[src/rtl/agen_pkg.sv]
package agen_pkg;
  typedef enum logic [1:0] {
    KIND_IDX  = 2'd0,
    KIND_BASE = 2'd1,
    KIND_LEN  = 2'd2,
    KIND_MOD  = 2'd3
  } reg_kind_e;

  typedef struct packed {
    logic sub;
    logic rev;
  } step_mode_t;
endpackage

[src/rtl/agen_regfile.sv]
module agen_regfile #(
  parameter int AW    = 32,
  parameter int NSETS = 4,
  localparam int SW   = $clog2(NSETS)
) (
  input  logic          clk,
  input  logic          rst,
  input  logic          wr_en,
  input  logic [1:0]    wr_kind,
  input  logic [SW-1:0] wr_set,
  input  logic [AW-1:0] wr_data,
  input  logic          upd_en,
  input  logic [SW-1:0] upd_set,
  input  logic [AW-1:0] upd_val,
  input  logic [SW-1:0] op_idx,
  input  logic [SW-1:0] op_mod,
  input  logic [SW-1:0] rd_sel,
  output logic [AW-1:0] cur_i,
  output logic [AW-1:0] cur_b,
  output logic [AW-1:0] cur_l,
  output logic [AW-1:0] cur_m,
  output logic [AW-1:0] rd_q
);
  import agen_pkg::*;

  logic [NSETS-1:0][AW-1:0] i_arr, b_arr, l_arr, m_arr;

  for (genvar g = 0; g < NSETS; g++) begin : g_set
    logic [AW-1:0] i_r, b_r, l_r, m_r;
    logic          hit;
    assign hit = wr_en && (wr_set == SW'(g));

    // Index: write port has priority over the step result.
    always_ff @(posedge clk) begin
      if (rst) begin
        i_r <= '0;
      end else if (hit && wr_kind == KIND_IDX) begin
        i_r <= wr_data;
      end else if (upd_en && upd_set == SW'(g)) begin
        i_r <= upd_val;
      end
    end

    always_ff @(posedge clk) begin
      if (rst) begin
        b_r <= '0;
        l_r <= '0;
        m_r <= '0;
      end else if (hit) begin
        case (wr_kind)
          KIND_BASE: b_r <= wr_data;
          KIND_LEN:  l_r <= wr_data;
          KIND_MOD:  m_r <= wr_data;
          default:   ;
        endcase
      end
    end

    assign i_arr[g] = i_r;
    assign b_arr[g] = b_r;
    assign l_arr[g] = l_r;
    assign m_arr[g] = m_r;
  end

  assign cur_i = i_arr[op_idx];
  assign cur_b = b_arr[op_idx];
  assign cur_l = l_arr[op_idx];
  assign cur_m = m_arr[op_mod];

  always_ff @(posedge clk) begin
    if (rst) rd_q <= '0;
    else     rd_q <= i_arr[rd_sel];
  end
endmodule

[src/rtl/agen_bitrev_add.sv]
module agen_bitrev_add #(
  parameter int AW = 32
) (
  input  logic [AW-1:0] a,
  input  logic [AW-1:0] b,
  output logic [AW-1:0] y
);
  logic [AW-1:0] a_rev, b_rev, s_rev;

  for (genvar k = 0; k < AW; k++) begin : g_swap
    assign a_rev[k] = a[AW-1-k];
    assign b_rev[k] = b[AW-1-k];
    assign y[k]     = s_rev[AW-1-k];
  end

  // Normal carry chain on mirrored operands = carries running MSB to LSB.
  assign s_rev = a_rev + b_rev;
endmodule

[src/rtl/agen_step.sv]
module agen_step #(
  parameter int AW       = 32,
  parameter bit HAS_BREV = 1'b1
) (
  input  logic              idx,
  input  logic [AW-1:0]     cur_i,
  input  logic [AW-1:0]     cur_b,
  input  logic [AW-1:0]     cur_l,
  input  logic [AW-1:0]     cur_m,
  input  agen_pkg::step_mode_t mode,
  output logic [AW-1:0]     nxt
);
  logic [AW:0]   sum_w, dif_w, top_w;
  logic [AW-1:0] lin_nxt, rev_nxt;
  logic          circ, over, under;

  assign circ  = |cur_l;
  assign sum_w = {1'b0, cur_i} + {1'b0, cur_m};
  assign dif_w = {1'b0, cur_i} - {1'b0, cur_m};
  assign top_w = {1'b0, cur_b} + {1'b0, cur_l};
  assign over  = circ && (sum_w >= top_w);
  assign under = circ && (dif_w[AW] || (dif_w[AW-1:0] < cur_b));

  always_comb begin
    if (mode.sub) lin_nxt = under ? dif_w[AW-1:0] + cur_l : dif_w[AW-1:0];
    else          lin_nxt = over  ? sum_w[AW-1:0] - cur_l : sum_w[AW-1:0];
  end

  if (HAS_BREV) begin : g_brev
    agen_bitrev_add #(.AW(AW)) u_brev (.a(cur_i), .b(cur_m), .y(rev_nxt));
  end else begin : g_nobrev
    assign rev_nxt = sum_w[AW-1:0];
  end

  assign nxt = (mode.rev && !idx) ? rev_nxt : lin_nxt;
endmodule

[src/rtl/agen_circ.sv]
module agen_circ #(
  parameter int AW       = 32,
  parameter int NSETS    = 4,
  parameter bit HAS_BREV = 1'b1,
  localparam int SW      = $clog2(NSETS)
) (
  input  logic          clk,
  input  logic          rst,
  input  logic          wr_en,
  input  logic [1:0]    wr_kind,
  input  logic [SW-1:0] wr_set,
  input  logic [AW-1:0] wr_data,
  input  logic          op_valid,
  input  logic [SW-1:0] op_idx,
  input  logic [SW-1:0] op_mod,
  input  logic          op_sub,
  input  logic          op_rev,
  input  logic [SW-1:0] rd_sel,
  output logic [AW-1:0] rd_data,
  output logic          upd_valid,
  output logic [AW-1:0] upd_data
);
  import agen_pkg::*;

  logic [AW-1:0] sel_i, sel_b, sel_l, sel_m, step_val;
  logic          op_blocked, op_take;
  step_mode_t    mode;

  assign op_blocked = wr_en && (wr_kind == KIND_IDX) && (wr_set == op_idx);
  assign op_take    = op_valid && !op_blocked;
  assign mode.sub   = op_sub && !op_rev;
  assign mode.rev   = op_rev;

  agen_regfile #(.AW(AW), .NSETS(NSETS)) u_rf (
    .clk(clk), .rst(rst),
    .wr_en(wr_en), .wr_kind(wr_kind), .wr_set(wr_set), .wr_data(wr_data),
    .upd_en(op_take), .upd_set(op_idx), .upd_val(step_val),
    .op_idx(op_idx), .op_mod(op_mod), .rd_sel(rd_sel),
    .cur_i(sel_i), .cur_b(sel_b), .cur_l(sel_l), .cur_m(sel_m),
    .rd_q(rd_data)
  );

  agen_step #(.AW(AW), .HAS_BREV(HAS_BREV)) u_step (
    .idx(1'b0), .cur_i(sel_i), .cur_b(sel_b), .cur_l(sel_l), .cur_m(sel_m),
    .mode(mode), .nxt(step_val)
  );

  always_ff @(posedge clk) begin
    if (rst) begin
      upd_valid <= 1'b0;
      upd_data  <= '0;
    end else begin
      upd_valid <= op_take;
      if (op_take) upd_data <= step_val;
    end
  end
endmodule

[config.mk]
export PLATFORM = sky130hd
export DESIGN_NAME = agen_circ
export DESIGN_NICKNAME = d
export VERILOG_FILES = /design/src/rtl/agen_pkg.sv /design/src/rtl/agen_regfile.sv /design/src/rtl/agen_bitrev_add.sv /design/src/rtl/agen_step.sv /design/src/rtl/agen_circ.sv
export SDC_FILE = /design/constraint.sdc
export NUM_CORES = 2
export LEC_CHECK = 0
export BUFFER_PORTS_ARGS = -buffer_cell sky130_fd_sc_hd__buf_2
export CAP_MARGIN = 20
export CORE_ASPECT_RATIO = 0.75
export CORE_MARGIN = 2
export CORE_UTILIZATION = 50
export DETAILED_ROUTE_END_ITERATION = 7
export PLACE_DENSITY_LB_ADDON = 0.08
export SLEW_MARGIN = 20
export SYNTH_ARGS = -nofsm -noshare
export SYNTH_HDL_FRONTEND = slang
export SYNTH_SLANG_ARGS = --single-unit
[constraint.sdc]
create_clock -name clk -period 20.9 [get_ports clk]
set_clock_uncertainty 0.1 [all_clocks]
set_input_delay 1.045 -clock clk [delete_from_list [all_inputs] [get_ports clk]]
set_output_delay 1.045 -clock clk [all_outputs]
set_load 0.01 [all_outputs]
==> summary.md <==
| Metric | Value |
|---|---|
| Worst skew pair latency | 680 ps |
| Commonest cells after routing, fill and taps aside | nand2_1, a21oi_1, dfxtp_1 |
| Post-CTS Setup Bufs | 0 |
| CP Launch Point | op_idx[0] |
| RSZ-0062 raised after global routing | false |
| Tot Pwr | between 3 and 4 mW |
| Status | complete, no violations |
| Total die area | roughly 75000 um^2 |
| Count of cell types in the netlist | ~100 |
| Final setup margin | 10550 ps |
| Post-DP HPWL | between 100000 and 150000 um |
| Relative slew slack | about 24% |
| Routed Antenna Nets | 0 |
| Reg2reg start | u_rf.g_set[3].m_r[2] |
| CTS tree | built |
| Synth top area cells | dfxtp_1, mux4_2, nand2_1 |
| P per Cell Area | around 91 nW/um^2 |
| CP delay by family, top | compound AO/OA/AOI/OAI gates |
| Asr flop ratio synth | 0% |
| Reg-to-reg setup timing slack | around 12000 ps |
| DR vias/cell | about 6.5 |
| Top-Level Pins | 113 |
| IO Port Bufs | between 100 and 150 |
| R2R depth | 25 |
| Startpoint class of the critical path | input pin |
| Cells after synthesis | 4470 |
| Setup crit end kind | flop |
| GRT met3 Usage | 9.54% |
| GR peak layer | met1 |
| GR Layer Usage met2 | between 50 and 60% |
| Setup TNS | 0 ps |
| Worst hold path depth | 2 |
| CTS HTree Levels | 2 |
| Final net count | about 4600 |
| Critical path's slowest cell | mux4_2 |
| Max Buffers Root-to-Sink | 3 |
| Worst EP required | between 20000 and 25000 ps |
| Row count | 85 |
| Die Y | roughly 240 um |
| Bufs and invs on worst path | 3 |
| Post-synth EDFFs | 0 |
| Cell taking the most area after synthesis | dfxtp_1 |
| Core box area | around 72000 um^2 |
| Fin crit share | approximately half |
| CTS sink cnt | between 500 and 600 |
| Gr usage total | between 30% and 40% |
| Met1 Track Usage GR | between 50 and 60% |
| # DRC | 0 |
| TritonCTS Buffers | 60 |
| Lkg Pwr | between 10 and 15 nW |
| Clk pin slew, worst setup/hold paths | 60 ps |
| Max VDD drop | between 0.00006 and 0.00007 V |
| Fmax | roughly 97 MHz |
| Syn. warnings | 0 |
| First-pass iteration count of the detailed router | 6 |
| Kind of critical path | input pin to flop |
| Average instance area after synthesis | about 8.2 um^2 |
| RR Endpoint | u_rf.g_set[1].i_r[23] |
| Final hold vios | 0 |
| Max-cap viol count | 0 |
| Synthesized cell area | 36400 um^2 |
| Total number of vias | approximately 35000 |
| Share of cells above drive strength 1 | between 10% and 20% |
| Placement Setup Slack | between 10000 and 15000 ps |
| Hold/Removal Path Class | flop to flop |
| Clk root buf | clkbuf_16 |
| Final Wtd Congestion | between 1 and 1.5 |
| Crit path depth | 31 |
| Final Critical Period | between 10000 and 15000 ps |
| Tightest Pin Transition | around 1100 ps |
| Final number of setup-violating endpoints | 0 |
| Slew Viols, Final | 0 |
| Area Growth Syn to Fin | 8.58% |
| Seq/Total Area, Yosys | 31.7% |
| Starting density of the core | between 50% and 60% |
| Hold-fix buffers at CTS | 0 |
| WL/cell | around 28 um |
| Syn nets | ~4700 |
| CP max FO | 41 |
| Drt first-iter violations | approximately 4500 |
| Largest net degree at the start of global routing | approximately 210 |
| Fillers | between 6000 and 7000 |
| Drt total wl | ~150000 um |
| Main synth FF type | dfxtp_1 |
| Crit path DAT | ~11000 ps |
| Non-filler instance count after layout | 5378 |
| WHS | ~350 ps |
| Initial antenna violation count | 7 |
| Vias in the first global route | 31500 |
| Dpl cells | 5265 |
| First-pass GRT wire length | 217000 um |
| Die width | 316 um |
| Global route overflow | 0 |
| Resize count post-CTS | 0 |
| Most common cell after layout, fill and taps aside | nand2_1 |
| CP max stage delay | ~660 ps |
| Post-synth top area share | 31.7% |
| Capture point of the worst path | u_rf.g_set[1].i_r[23] |
| Yosys reg bits | between 500 and 600 |
==> layout make-up <==
type                            instances  area (um^2)  area share [%]
Antenna cell                            2         5.00          0.0127
Clock buffer                           83         1720            4.35
Clock inverter                         28          347           0.876
Inverter                              171          642            1.62
Multi-Input combinational cell       3383        23000            58.2
Sequential cell                       577        11600            29.2
Tap cell                              957         1200            3.03
Timing Repair Buffer                  177         1080            2.73
==> worst reg2reg max path, delay by kind of cell (launching register included) <==
family	cells	cell delay, ps
fa+ha+maj	2	640
flops	1	310
simple gates	6	1850
buf+inv	2	350
xor+xnor	1	550
mux	4	1670
compound gates	10	3280
==> worst min-delay path by stage <==
| stage | startpoint | endpoint |
|---|---|---|
| after floorplan | u_rf.g_set[2].b_r[0] | u_rf.g_set[2].b_r[0] |
| after global placement | u_rf.g_set[3].l_r[22] | u_rf.g_set[3].l_r[22] |
| after detailed placement | u_rf.g_set[2].b_r[29] | u_rf.g_set[2].b_r[29] |
| after CTS | u_rf.g_set[2].b_r[29] | u_rf.g_set[2].b_r[29] |
| after global routing | u_rf.g_set[3].l_r[8] | u_rf.g_set[3].l_r[8] |
| final | u_rf.g_set[2].m_r[5] | u_rf.g_set[2].m_r[5] |
==> cell usage after synthesis, types with 35 or more instances <==
master and number:
ha_1 220, o21ai_0 129, a22oi_1 117, xor2_1 52, o22ai_1 60, mux4_2 160, o211ai_1 35, nor3_1 53
a21o_1 59, xnor2_1 109, clkbuf_1 282, a21oi_1 623, dfxtp_1 577, inv_1 166, and2_1 42, nand2_1 944
nand3_1 52, nor2_1 193, buf_1 37
==> metrics by stage <==
| stage | area [um^2] | utilization, % |
|---|---|---|
| 6_report | 39600 | 55.0 |
| 5_1_grt | 39600 | 55.0 |
| 4_1_cts | 39600 | 55.0 |
| 3_5_place_dp | 37500 | 52.1 |
| 3_3_place_gp | 37500 | 52.1 |
| 2_1_floorplan | 36400 | - |
==> cell families (layout without fill, tap and decap cells) <==
| family | Yosys count | after routing | synth area share, % |
|---|---|---|---|
| adder cells (fa/ha/maj) | 227 | 227 | 7.91 |
| XOR/XNOR | 161 | 161 | 3.87 |
| multiplexers | 194 | 194 | 10.9 |
| AND/OR/NAND/NOR | 1440 | 1440 | 16.8 |
| flip-flops | 577 | 577 | 31.7 |
| AO/OA/AOI/OAI | 1361 | 1361 | 23.5 |
| buffers and inverters | 510 | 459 | 5.40 |
| other | 0 | 2 | 0 |
==> power breakdown <==
| group | internal [mW] | switching [mW] | leakage [nW] |
|---|---|---|---|
| Sequential | 1.13 | 0.0259 | 4.67 |
| Combinational | 0.418 | 0.862 | 8.92 |
| Clock | 0.651 | 0.496 | 1.02 |
| Total | 2.20 | 1.38 | 14.6 |
==> routing by layer <==
| metal | share of wire [%] | up-vias | routed length, um |
|---|---|---|---|
| met5 | 0.027 | - | 41 |
| met4 | 3.9 | 6 | 5830 |
| met3 | 12 | 283 | 17400 |
| met2 | 42 | 1926 | 62100 |
| met1 | 43 | 16900 | 64200 |
| li1 | - | 15800 | - |
==> sequential cells by signal, summed over array words and instances (netlist names) <==
register,cells
u_rf.g_set.l_r,128
u_rf.g_set.i_r,128
u_rf.g_set.b_r,128
upd_valid,1
u_rf.rd_q,32
u_rf.g_set.m_r,128
upd_data,32
Note: power is estimated with default switching activity, not from simulation.
